==> src/rtl/irq_redir_pkg.sv <==
package irq_redir_pkg;
  localparam int VEC_W  = 8;
  localparam int DM_W   = 3;
  localparam int DEST_W = 16;

  // low-half field positions
  localparam int LO_VEC_LSB = 0;
  localparam int LO_DM_LSB  = 8;
  localparam int LO_DMODE_B = 11;
  localparam int LO_RIRR_B  = 14;
  localparam int LO_TRIG_B  = 15;
  localparam int LO_MASK_B  = 16;
  // high-half field position
  localparam int HI_DEST_LSB = 16;

  // message packing
  localparam logic [31:0] MSG_BASE = 32'hFEE0_0000;
  localparam int ADDR_DEST_SH  = 4;
  localparam int ADDR_DMODE_SH = 2;
  localparam int DATA_DM_SH    = 8;
  localparam int DATA_TRIG_SH  = 15;

  function automatic logic [31:0] pack_addr(input logic [DEST_W-1:0] dest, input logic dmode);
    return MSG_BASE | (32'(dest) << ADDR_DEST_SH) | (32'(dmode) << ADDR_DMODE_SH);
  endfunction

  function automatic logic [31:0] pack_data(input logic [VEC_W-1:0] vec,
                                            input logic [DM_W-1:0] dm, input logic trig);
    return 32'(vec) | (32'(dm) << DATA_DM_SH) | (32'(trig) << DATA_TRIG_SH);
  endfunction

  function automatic logic [31:0] pack_lo(input logic mask, input logic trig, input logic rirr,
                                          input logic dmode, input logic [DM_W-1:0] dm,
                                          input logic [VEC_W-1:0] vec);
    logic [31:0] w;
    w = '0;
    w[LO_VEC_LSB +: VEC_W] = vec;
    w[LO_DM_LSB +: DM_W]   = dm;
    w[LO_DMODE_B]          = dmode;
    w[LO_RIRR_B]           = rirr;
    w[LO_TRIG_B]           = trig;
    w[LO_MASK_B]           = mask;
    return w;
  endfunction
endpackage

==> src/rtl/irq_pin_sync.sv <==
module irq_pin_sync #(
  parameter int NPINS     = 24,
  parameter int ROUTE_SRC = 0,
  parameter int ROUTE_DST = 2
) (
  input  logic             clk,
  input  logic             rst,
  input  logic [NPINS-1:0] pins_i,
  output logic [NPINS-1:0] lvl_o,
  output logic [NPINS-1:0] rise_o
);
  logic [NPINS-1:0] routed;
  logic [NPINS-1:0] cur_q;
  logic [NPINS-1:0] old_q;

  for (genvar g = 0; g < NPINS; g++) begin : g_route
    if (g == ROUTE_DST) begin : g_dst
      assign routed[g] = pins_i[g] | pins_i[ROUTE_SRC];
    end else if (g == ROUTE_SRC) begin : g_src
      assign routed[g] = 1'b0;
    end else begin : g_straight
      assign routed[g] = pins_i[g];
    end
  end

  always_ff @(posedge clk) begin
    if (rst) begin
      cur_q <= '0;
      old_q <= '0;
    end else begin
      cur_q <= routed;
      old_q <= cur_q;
    end
  end

  assign lvl_o  = cur_q;
  assign rise_o = cur_q & ~old_q;
endmodule

==> src/rtl/irq_redir_table.sv <==
module irq_redir_table
  import irq_redir_pkg::*;
#(
  parameter int NPINS = 24,
  parameter int IDXW  = 5
) (
  input  logic              clk,
  input  logic              rst,
  input  logic              cfg_we,
  input  logic [IDXW-1:0]   cfg_idx,
  input  logic              cfg_hi,
  input  logic [31:0]       cfg_wdata,
  output logic [31:0]       cfg_rdata,
  input  logic              set_en,
  input  logic [IDXW-1:0]   set_idx,
  input  logic              eoi_en,
  input  logic [VEC_W-1:0]  eoi_vec,
  input  logic [IDXW-1:0]   sel_idx,
  output logic [VEC_W-1:0]  sel_vec,
  output logic [DM_W-1:0]   sel_dm,
  output logic              sel_dmode,
  output logic [DEST_W-1:0] sel_dest,
  output logic [NPINS-1:0]  mask_o,
  output logic [NPINS-1:0]  trig_o,
  output logic [NPINS-1:0]  rirr_o
);
  logic [VEC_W-1:0]  vec_q  [NPINS];
  logic [DM_W-1:0]   dm_q   [NPINS];
  logic [DEST_W-1:0] dest_q [NPINS];
  logic [NPINS-1:0]  dmode_q, mask_q, trig_q, rirr_q, rirr_nxt;
  logic              idx_ok, wr_ok;
  logic              unused_wr_bits;

  assign idx_ok = int'(cfg_idx) < NPINS;
  assign wr_ok  = cfg_we && idx_ok;
  assign unused_wr_bits = ^cfg_wdata[LO_RIRR_B:12];

  always_comb begin
    for (int n = 0; n < NPINS; n++) begin
      rirr_nxt[n] = rirr_q[n];
      if (eoi_en && trig_q[n] && (vec_q[n] == eoi_vec)) rirr_nxt[n] = 1'b0;
      if (set_en && (set_idx == IDXW'(n))) rirr_nxt[n] = 1'b1;
      if (wr_ok && !cfg_hi && (cfg_idx == IDXW'(n)) && !cfg_wdata[LO_TRIG_B])
        rirr_nxt[n] = 1'b0;
    end
  end

  always_ff @(posedge clk) begin
    if (rst) begin
      for (int n = 0; n < NPINS; n++) begin
        vec_q[n]  <= '0;
        dm_q[n]   <= '0;
        dest_q[n] <= '0;
      end
      dmode_q <= '0;
      mask_q  <= '1;
      trig_q  <= '0;
      rirr_q  <= '0;
    end else begin
      for (int n = 0; n < NPINS; n++) begin
        if (wr_ok && (cfg_idx == IDXW'(n))) begin
          if (cfg_hi) begin
            dest_q[n] <= cfg_wdata[HI_DEST_LSB +: DEST_W];
          end else begin
            vec_q[n]   <= cfg_wdata[LO_VEC_LSB +: VEC_W];
            dm_q[n]    <= cfg_wdata[LO_DM_LSB +: DM_W];
            dmode_q[n] <= cfg_wdata[LO_DMODE_B];
            trig_q[n]  <= cfg_wdata[LO_TRIG_B];
            mask_q[n]  <= cfg_wdata[LO_MASK_B];
          end
        end
      end
      rirr_q <= rirr_nxt;
    end
  end

  always_ff @(posedge clk) begin
    if (rst) begin
      cfg_rdata <= '0;
    end else if (!idx_ok) begin
      cfg_rdata <= '0;
    end else if (cfg_hi) begin
      cfg_rdata <= {dest_q[cfg_idx], 16'h0000};
    end else begin
      cfg_rdata <= pack_lo(mask_q[cfg_idx], trig_q[cfg_idx], rirr_q[cfg_idx],
                           dmode_q[cfg_idx], dm_q[cfg_idx], vec_q[cfg_idx]);
    end
  end

  assign sel_vec   = vec_q[sel_idx];
  assign sel_dm    = dm_q[sel_idx];
  assign sel_dmode = dmode_q[sel_idx];
  assign sel_dest  = dest_q[sel_idx];
  assign mask_o    = mask_q;
  assign trig_o    = trig_q;
  assign rirr_o    = rirr_q;
endmodule

==> src/rtl/irq_pend_arb.sv <==
module irq_pend_arb #(
  parameter int NPINS = 24,
  parameter int IDXW  = 5
) (
  input  logic             clk,
  input  logic             rst,
  input  logic [NPINS-1:0] lvl_i,
  input  logic [NPINS-1:0] rise_i,
  input  logic [NPINS-1:0] mask_i,
  input  logic [NPINS-1:0] trig_i,
  input  logic [NPINS-1:0] rirr_i,
  input  logic             take_i,
  output logic             pick_valid_o,
  output logic [IDXW-1:0]  pick_idx_o
);
  logic [NPINS-1:0] pend_q, pend_nxt, elig;

  always_comb begin
    for (int n = 0; n < NPINS; n++) begin
      if (trig_i[n]) begin
        pend_nxt[n] = lvl_i[n];
      end else begin
        pend_nxt[n] = pend_q[n];
        if (take_i && (pick_idx_o == IDXW'(n))) pend_nxt[n] = 1'b0;
        if (rise_i[n] && !mask_i[n]) pend_nxt[n] = 1'b1;
      end
    end
  end

  always_ff @(posedge clk) begin
    if (rst) pend_q <= '0;
    else     pend_q <= pend_nxt;
  end

  assign elig = pend_q & ~mask_i & ~(trig_i & rirr_i);

  always_comb begin
    pick_valid_o = 1'b0;
    pick_idx_o   = '0;
    for (int n = 0; n < NPINS; n++) begin
      if (elig[n] && !pick_valid_o) begin
        pick_valid_o = 1'b1;
        pick_idx_o   = IDXW'(n);
      end
    end
  end
endmodule

==> src/rtl/irq_msg_out.sv <==
module irq_msg_out (
  input  logic        clk,
  input  logic        rst,
  input  logic        load_i,
  input  logic [31:0] addr_i,
  input  logic [31:0] data_i,
  output logic        free_o,
  output logic        valid_o,
  input  logic        ready_i,
  output logic [31:0] addr_o,
  output logic [31:0] data_o
);
  assign free_o = !valid_o || ready_i;

  always_ff @(posedge clk) begin
    if (rst) begin
      valid_o <= 1'b0;
      addr_o  <= '0;
      data_o  <= '0;
    end else if (load_i) begin
      valid_o <= 1'b1;
      addr_o  <= addr_i;
      data_o  <= data_i;
    end else if (ready_i) begin
      valid_o <= 1'b0;
    end
  end
endmodule

==> src/rtl/irq_redir_engine.sv <==
module irq_redir_engine
  import irq_redir_pkg::*;
#(
  parameter int NPINS = 24,
  parameter int IDXW  = $clog2(NPINS)
) (
  input  logic             clk,
  input  logic             rst,
  input  logic [NPINS-1:0] irq_pins,
  input  logic             cfg_we,
  input  logic [IDXW-1:0]  cfg_idx,
  input  logic             cfg_hi,
  input  logic [31:0]      cfg_wdata,
  output logic [31:0]      cfg_rdata,
  input  logic             eoi_valid,
  input  logic [7:0]       eoi_vector,
  output logic             msg_valid,
  input  logic             msg_ready,
  output logic [31:0]      msg_addr,
  output logic [31:0]      msg_data
);
  logic [NPINS-1:0]  lvl, rise, mask, trig, rirr;
  logic              pick_valid, take, out_free;
  logic [IDXW-1:0]   pick_idx;
  logic [VEC_W-1:0]  sel_vec;
  logic [DM_W-1:0]   sel_dm;
  logic              sel_dmode;
  logic [DEST_W-1:0] sel_dest;

  irq_pin_sync #(.NPINS(NPINS), .ROUTE_SRC(0), .ROUTE_DST(2)) u_sync (
    .clk(clk), .rst(rst), .pins_i(irq_pins), .lvl_o(lvl), .rise_o(rise)
  );

  irq_redir_table #(.NPINS(NPINS), .IDXW(IDXW)) u_table (
    .clk(clk), .rst(rst),
    .cfg_we(cfg_we), .cfg_idx(cfg_idx), .cfg_hi(cfg_hi), .cfg_wdata(cfg_wdata),
    .cfg_rdata(cfg_rdata),
    .set_en(take && trig[pick_idx]), .set_idx(pick_idx),
    .eoi_en(eoi_valid), .eoi_vec(eoi_vector),
    .sel_idx(pick_idx), .sel_vec(sel_vec), .sel_dm(sel_dm), .sel_dmode(sel_dmode),
    .sel_dest(sel_dest),
    .mask_o(mask), .trig_o(trig), .rirr_o(rirr)
  );

  irq_pend_arb #(.NPINS(NPINS), .IDXW(IDXW)) u_arb (
    .clk(clk), .rst(rst), .lvl_i(lvl), .rise_i(rise), .mask_i(mask), .trig_i(trig),
    .rirr_i(rirr), .take_i(take), .pick_valid_o(pick_valid), .pick_idx_o(pick_idx)
  );

  assign take = pick_valid && out_free;

  irq_msg_out u_out (
    .clk(clk), .rst(rst), .load_i(take),
    .addr_i(pack_addr(sel_dest, sel_dmode)),
    .data_i(pack_data(sel_vec, sel_dm, trig[pick_idx])),
    .free_o(out_free), .valid_o(msg_valid), .ready_i(msg_ready),
    .addr_o(msg_addr), .data_o(msg_data)
  );
endmodule

==> config.mk <==
export PLATFORM = sky130hd
export DESIGN_NAME = irq_redir_engine
export DESIGN_NICKNAME = d
export VERILOG_FILES = /design/src/rtl/irq_redir_pkg.sv /design/src/rtl/irq_pin_sync.sv /design/src/rtl/irq_redir_table.sv /design/src/rtl/irq_pend_arb.sv /design/src/rtl/irq_msg_out.sv /design/src/rtl/irq_redir_engine.sv
export SDC_FILE = /design/constraint.sdc
export NUM_CORES = 2
export LEC_CHECK = 0
export CAP_MARGIN = 25
export CORE_ASPECT_RATIO = 0.5
export CORE_MARGIN = 2
export CORE_UTILIZATION = 40
export DETAILED_ROUTE_END_ITERATION = 8
export GPL_TIMING_DRIVEN = 1
export PLACE_DENSITY = 0.63
export REMOVE_ABC_BUFFERS = 1
export SYNTH_ARGS = -nofsm -noshare
export SYNTH_HDL_FRONTEND = slang
export SYNTH_SLANG_ARGS = --single-unit
==> constraint.sdc <==
create_clock -name clk -period 4.2 [get_ports clk]
set_input_delay 0.63 -clock clk [delete_from_list [all_inputs] [get_ports clk]]
set_output_delay 0.63 -clock clk [all_outputs]
set_load 0.02 [all_outputs]
==> run summary <==
The flow ran to the end, and the final reports show no timing, DRC or antenna violations. The first-pass GRT wire length was 228000 um. The fraction of layout instances using a drive strength above 1 was 0.140. The type of the worst setup path was reg -> reg.

The number of buffers added on ports came out at 141. The run gives 35958 as the via count of the routed design. The chip height came out at 241 um.

The tools report the final-report max-slew violation count as 0. The share of the synthesized area in compound gates (AO/OA/AOI/OAI) came out at 0.0743. The post-synthesis adder-cell area fraction was 0; the count of state elements after synthesis was 874.

Count of endpoints failing hold in the final timing report: 0. The total design power was 19.8 mW. For the hold buffer count at CTS, the log shows 0. After detailed routing, the number of remaining DRC violations is 0.

The worst setup path is launched from a flip-flop. The primary flip-flop cell chosen by synthesis mapping is sky130_fd_sc_hd__edfxtp_1. Of all nets on the critical path, the largest fanout is 15. Prior to clock tree synthesis, the placed netlist has a worst setup slack of 0.246 ns.

The area share of the largest cell type after synthesis is 0.433, and the number of nets still failing antenna checks after routing is 0. The clock latency reported for the late side of the worst-skew pair came out at 0.70 ns. The count of pins on the block boundary was 172. The initial cell density of the core is 0.406.

The sequential fraction of the synthesis area was 0.534. Setup fix buffers added after clock tree synthesis: 0. The worst-case IR drop observed on VDD is 0.320 mV.

STA classifies the critical path endpoint as a flip-flop. The tools report the count of cells resized by post-cts repair as 0. For the clock tree skew after final layout, the log shows 0.0247 ns. The basic-gate share of the synthesized area counting and, or, nand and nor cells was 0.181; the maximum achievable frequency was 245 MHz. Entering global routing, the biggest net connects 88 pins. The post-detailed-route wirelength per cell was 26.2 um; the count of routing violations after the opening detailed-route iteration was 5256. The fraction of synthesis flops using an asynchronous set or reset pin came out at 0. TritonCTS built the clock tree. The worst max-slew margin expressed relative to the limit was 0.297; the total global routing overflow was 0. From left edge to right edge, the die measures 478 um. The routed design has 156000 um of wire.

Clock-pin slew was measured on the worst setup and hold paths at 0.06 ns. The region available for standard cell placement spans 111000 um^2. Slew at the pin closest to its max-slew limit: 1.05 ns. The worst hold path belongs to the class in -> reg. After synthesis, the largest family of logic cells by area is simple AND/OR/NAND/NOR gates.

In this run the number of H-tree levels came out at 3. The synthesized netlist cell count was 4275. The run gives 3 as the number of buffers on the longest clock path. The HPWL after detailed placement is 106000 um. Data on the critical path arrives at its endpoint at 4.68 ns. The clock net in this run drives a total of 874 sinks. The number of global-route vias before repair was 34653; the layout net count was 4468. The total CTS buffers was 86; the cell row count was 86.

Post-synthesis area per instance: 10.5 um^2. In this run, synthesis inferred 648 flip-flops with an integrated enable. The logs give 6 for the number of iterations in the first detailed-routing pass and 115000 um^2 for the full die area.

The run gives 0.268 as the total track usage. STA puts the critical path data required time at 4.80 ns. Dividing the detail-routed via count by the number of cells gives 6.03.

The root buffer cell chosen for the clock tree is sky130_fd_sc_hd__clkbuf_16. Setup slack closes at 0.118 ns. The clock period could shrink to 4.08 ns. Max-cap violations in this run came to 0.

The XOR/XNOR share of the synthesized area is 0.0374, and the cell area after synthesis is 44900 um^2. The Yosys step of the flow raised 0 warnings. The number of antenna violations at the first check in global routing was 0; the final count of negative-setup-slack endpoints was 0. The final cycle utilization of the critical path was 0.972; the mux cell area share after synthesis was 0.134. The diode insertion count for antenna repair came out at 0. The analysis attributes to cell leakage a power of 18.4 nW.

The count of cell types in the netlist was 68; the final weighted congestion in routability-driven placement was 0.989. Relative to the synthesized area, the layout overhead comes to 15.3%. Setup repair after global routing left no endpoint under its margin. Hold timing on the final database bottoms out at a slack of 0.292 ns.

After synthesis, the cell types taking the most area are sky130_fd_sc_hd__edfxtp_1, sky130_fd_sc_hd__mux4_2, sky130_fd_sc_hd__dfxtp_1. Power spread over the standard cell area amounts to 383 nW/um^2. The biggest area contributor in the post-synthesis netlist is sky130_fd_sc_hd__edfxtp_1. Total negative slack: 0 ns.
[sequential cells by signal (all words and copies together) (netlist names)]
signal	cells
u_table.rirr_o	24
u_table.trig_o	24
u_table.vec_q	192
u_table.cfg_rdata	30
u_sync.lvl_o	23
u_out.valid_o	1
u_out.data_o	12
u_table.dm_q	72
u_table.mask_o	24
u_sync.old_q	23
u_table.dest_q	384
u_out.addr_o	18
u_table.dmode_q	24
u_arb.pend_q	23
[per-stage QoR]
stage | std cells | util | cell area (um^2)
2_1_floorplan | 3931 | - | 43400
3_3_place_gp | 5800 | 0.442 | 48900
3_5_place_dp | 5801 | 0.442 | 48900
4_1_cts | 5963 | 0.467 | 51800
5_1_grt | 5963 | 0.467 | 51800
6_report | 5963 | 0.467 | 51800
[cells in the final DEF (no fill, tap or decap), types with 10 or more instances in the layout]
cell                              count
sky130_fd_sc_hd__xor2_1             105
sky130_fd_sc_hd__a311oi_1            10
sky130_fd_sc_hd__buf_12              28
sky130_fd_sc_hd__inv_1               41
sky130_fd_sc_hd__mux2i_1            109
sky130_fd_sc_hd__a211oi_1            38
sky130_fd_sc_hd__nand3_1            188
sky130_fd_sc_hd__o21ai_0             96
sky130_fd_sc_hd__clkinv_1            12
sky130_fd_sc_hd__xnor2_1             87
sky130_fd_sc_hd__nor4_1              25
sky130_fd_sc_hd__nor2b_1             68
sky130_fd_sc_hd__clkbuf_1            21
sky130_fd_sc_hd__mux4_2             217
sky130_fd_sc_hd__clkinv_2            16
sky130_fd_sc_hd__dfxtp_1            226
sky130_fd_sc_hd__a22o_1              13
sky130_fd_sc_hd__a31oi_1             25
sky130_fd_sc_hd__buf_4              207
sky130_fd_sc_hd__and3_1              18
sky130_fd_sc_hd__edfxtp_1           648
sky130_fd_sc_hd__nand4_1             72
sky130_fd_sc_hd__clkdlybuf4s50_1    134
sky130_fd_sc_hd__nand2b_1            12
sky130_fd_sc_hd__a21oi_1            249
sky130_fd_sc_hd__and2_1              13
sky130_fd_sc_hd__nor3_1              45
sky130_fd_sc_hd__nand2_1            839
sky130_fd_sc_hd__a32oi_1             19
sky130_fd_sc_hd__clkbuf_16           88
sky130_fd_sc_hd__nor2_1             612
sky130_fd_sc_hd__conb_1              27
[logic make-up (layout without fill, tap and decap cells)]
group           after synthesis  count (layout)
buf+inv                     412             578
compound gates              543             543
flops                       874             874
xor+xnor                    192             192
other cells                   1              27
mux                         330             330
simple gates               1923            1923
[critical path: stages (launching register included)]
cell and delay [ns]:
sky130_fd_sc_hd__dfxtp_1 0.50, sky130_fd_sc_hd__nand2_1 0.18, sky130_fd_sc_hd__a2bb2oi_2 0.35, sky130_fd_sc_hd__nand4_1 0.32, sky130_fd_sc_hd__or4_1 0.64, sky130_fd_sc_hd__and4_4 0.34
sky130_fd_sc_hd__nand2_1 0.28, sky130_fd_sc_hd__o22ai_1 0.18, sky130_fd_sc_hd__a311oi_1 0.58, sky130_fd_sc_hd__buf_4 0.22, sky130_fd_sc_hd__a2111oi_0 0.08, sky130_fd_sc_hd__buf_4 0.17
sky130_fd_sc_hd__a21o_1 0.14
[synthesized netlist by cell type (3+ instances only)]
master                     number
sky130_fd_sc_hd__and2_1        13
sky130_fd_sc_hd__edfxtp_1     648
sky130_fd_sc_hd__a31o_2         3
sky130_fd_sc_hd__inv_1         41
sky130_fd_sc_hd__nor4_1        25
sky130_fd_sc_hd__or3b_2         3
sky130_fd_sc_hd__nand3b_1       8
sky130_fd_sc_hd__a32o_1         9
sky130_fd_sc_hd__buf_6          3
sky130_fd_sc_hd__a221oi_1       7
sky130_fd_sc_hd__dfxtp_1      226
sky130_fd_sc_hd__a21oi_1      249
sky130_fd_sc_hd__o21ai_0      101
sky130_fd_sc_hd__nand2_1      839
sky130_fd_sc_hd__nand3_1      189
sky130_fd_sc_hd__mux4_2       217
sky130_fd_sc_hd__a211oi_1      39
sky130_fd_sc_hd__nand2b_1      12
sky130_fd_sc_hd__a31oi_1       26
sky130_fd_sc_hd__nor3_1        50
sky130_fd_sc_hd__o41ai_1        8
sky130_fd_sc_hd__mux2i_1      109
sky130_fd_sc_hd__a222oi_1       3
sky130_fd_sc_hd__xnor2_1       87
sky130_fd_sc_hd__o22ai_1        5
sky130_fd_sc_hd__nor2b_1       68
sky130_fd_sc_hd__a311oi_1      10
sky130_fd_sc_hd__buf_2         32
sky130_fd_sc_hd__and3_1        19
sky130_fd_sc_hd__and4_1         3
sky130_fd_sc_hd__o211ai_1       9
sky130_fd_sc_hd__nand4_1       72
sky130_fd_sc_hd__buf_1         52
sky130_fd_sc_hd__a22oi_1        8
sky130_fd_sc_hd__o311ai_0       4
sky130_fd_sc_hd__a2111o_1       3
sky130_fd_sc_hd__a32oi_1       19
sky130_fd_sc_hd__nor2_1       613
sky130_fd_sc_hd__xor2_1       105
sky130_fd_sc_hd__a211o_1        4
sky130_fd_sc_hd__mux2_2         4
sky130_fd_sc_hd__buf_4         36
sky130_fd_sc_hd__clkbuf_1     247
sky130_fd_sc_hd__a22o_1        13
[worst paths after layout]
check | start | to | slack (ns) | depth (start not counted)
worst max-delay path | u_table.trig_o[5]$_SDFFE_PP0P_ | u_out.data_o[1]$_SDFFE_PP0P_ | 0.12 | 12
worst min-delay path | rst | u_table.dmode_q[10]$_SDFFE_PP0P_ | 0.29 | 2
worst max register to register | u_table.trig_o[5]$_SDFFE_PP0P_ | u_out.data_o[1]$_SDFFE_PP0P_ | 0.12 | 12
worst min register to register | u_out.data_o[1]$_SDFFE_PP0P_ | u_out.data_o[1]$_SDFFE_PP0P_ | 0.46 | 1
[where the power goes]
part / leakage [nW] / switching [mW] / total (mW) / internal (mW)
combinational: 9.02 / 1.12 / 1.86 / 0.737
sequential: 8.02 / 0.277 / 9.98 / 9.71
clock: 1.38 / 3.63 / 7.97 / 4.33
[layer usage]
| layer | global-route usage | vias up | routed length (um) | part of all wire |
|---|---|---|---|---|
| met5 | 0 | - | 0 | 0 |
| met4 | 0.121 | 0 | 7360 | 0.047 |
| met3 | 0.0575 | 388 | 17400 | 0.11 |
| met2 | 0.425 | 2305 | 71500 | 0.46 |
| met1 | 0.354 | 17778 | 60100 | 0.38 |
| li1 | - | 15487 | - | - |
[cell type report]
| type | instances | area (um^2) |
|---|---|---|
| Fill cell | 10011 | 59000 |
| Sequential cell | 874 | 24000 |
| Multi-Input combinational cell | 3015 | 19400 |
| Timing Repair Buffer | 374 | 3510 |
| Clock buffer | 115 | 2360 |
| Tap cell | 1496 | 1870 |
| Clock inverter | 47 | 474 |
| Inverter | 42 | 160 |
No activity file was read; power rests on OpenSTA's default activity.
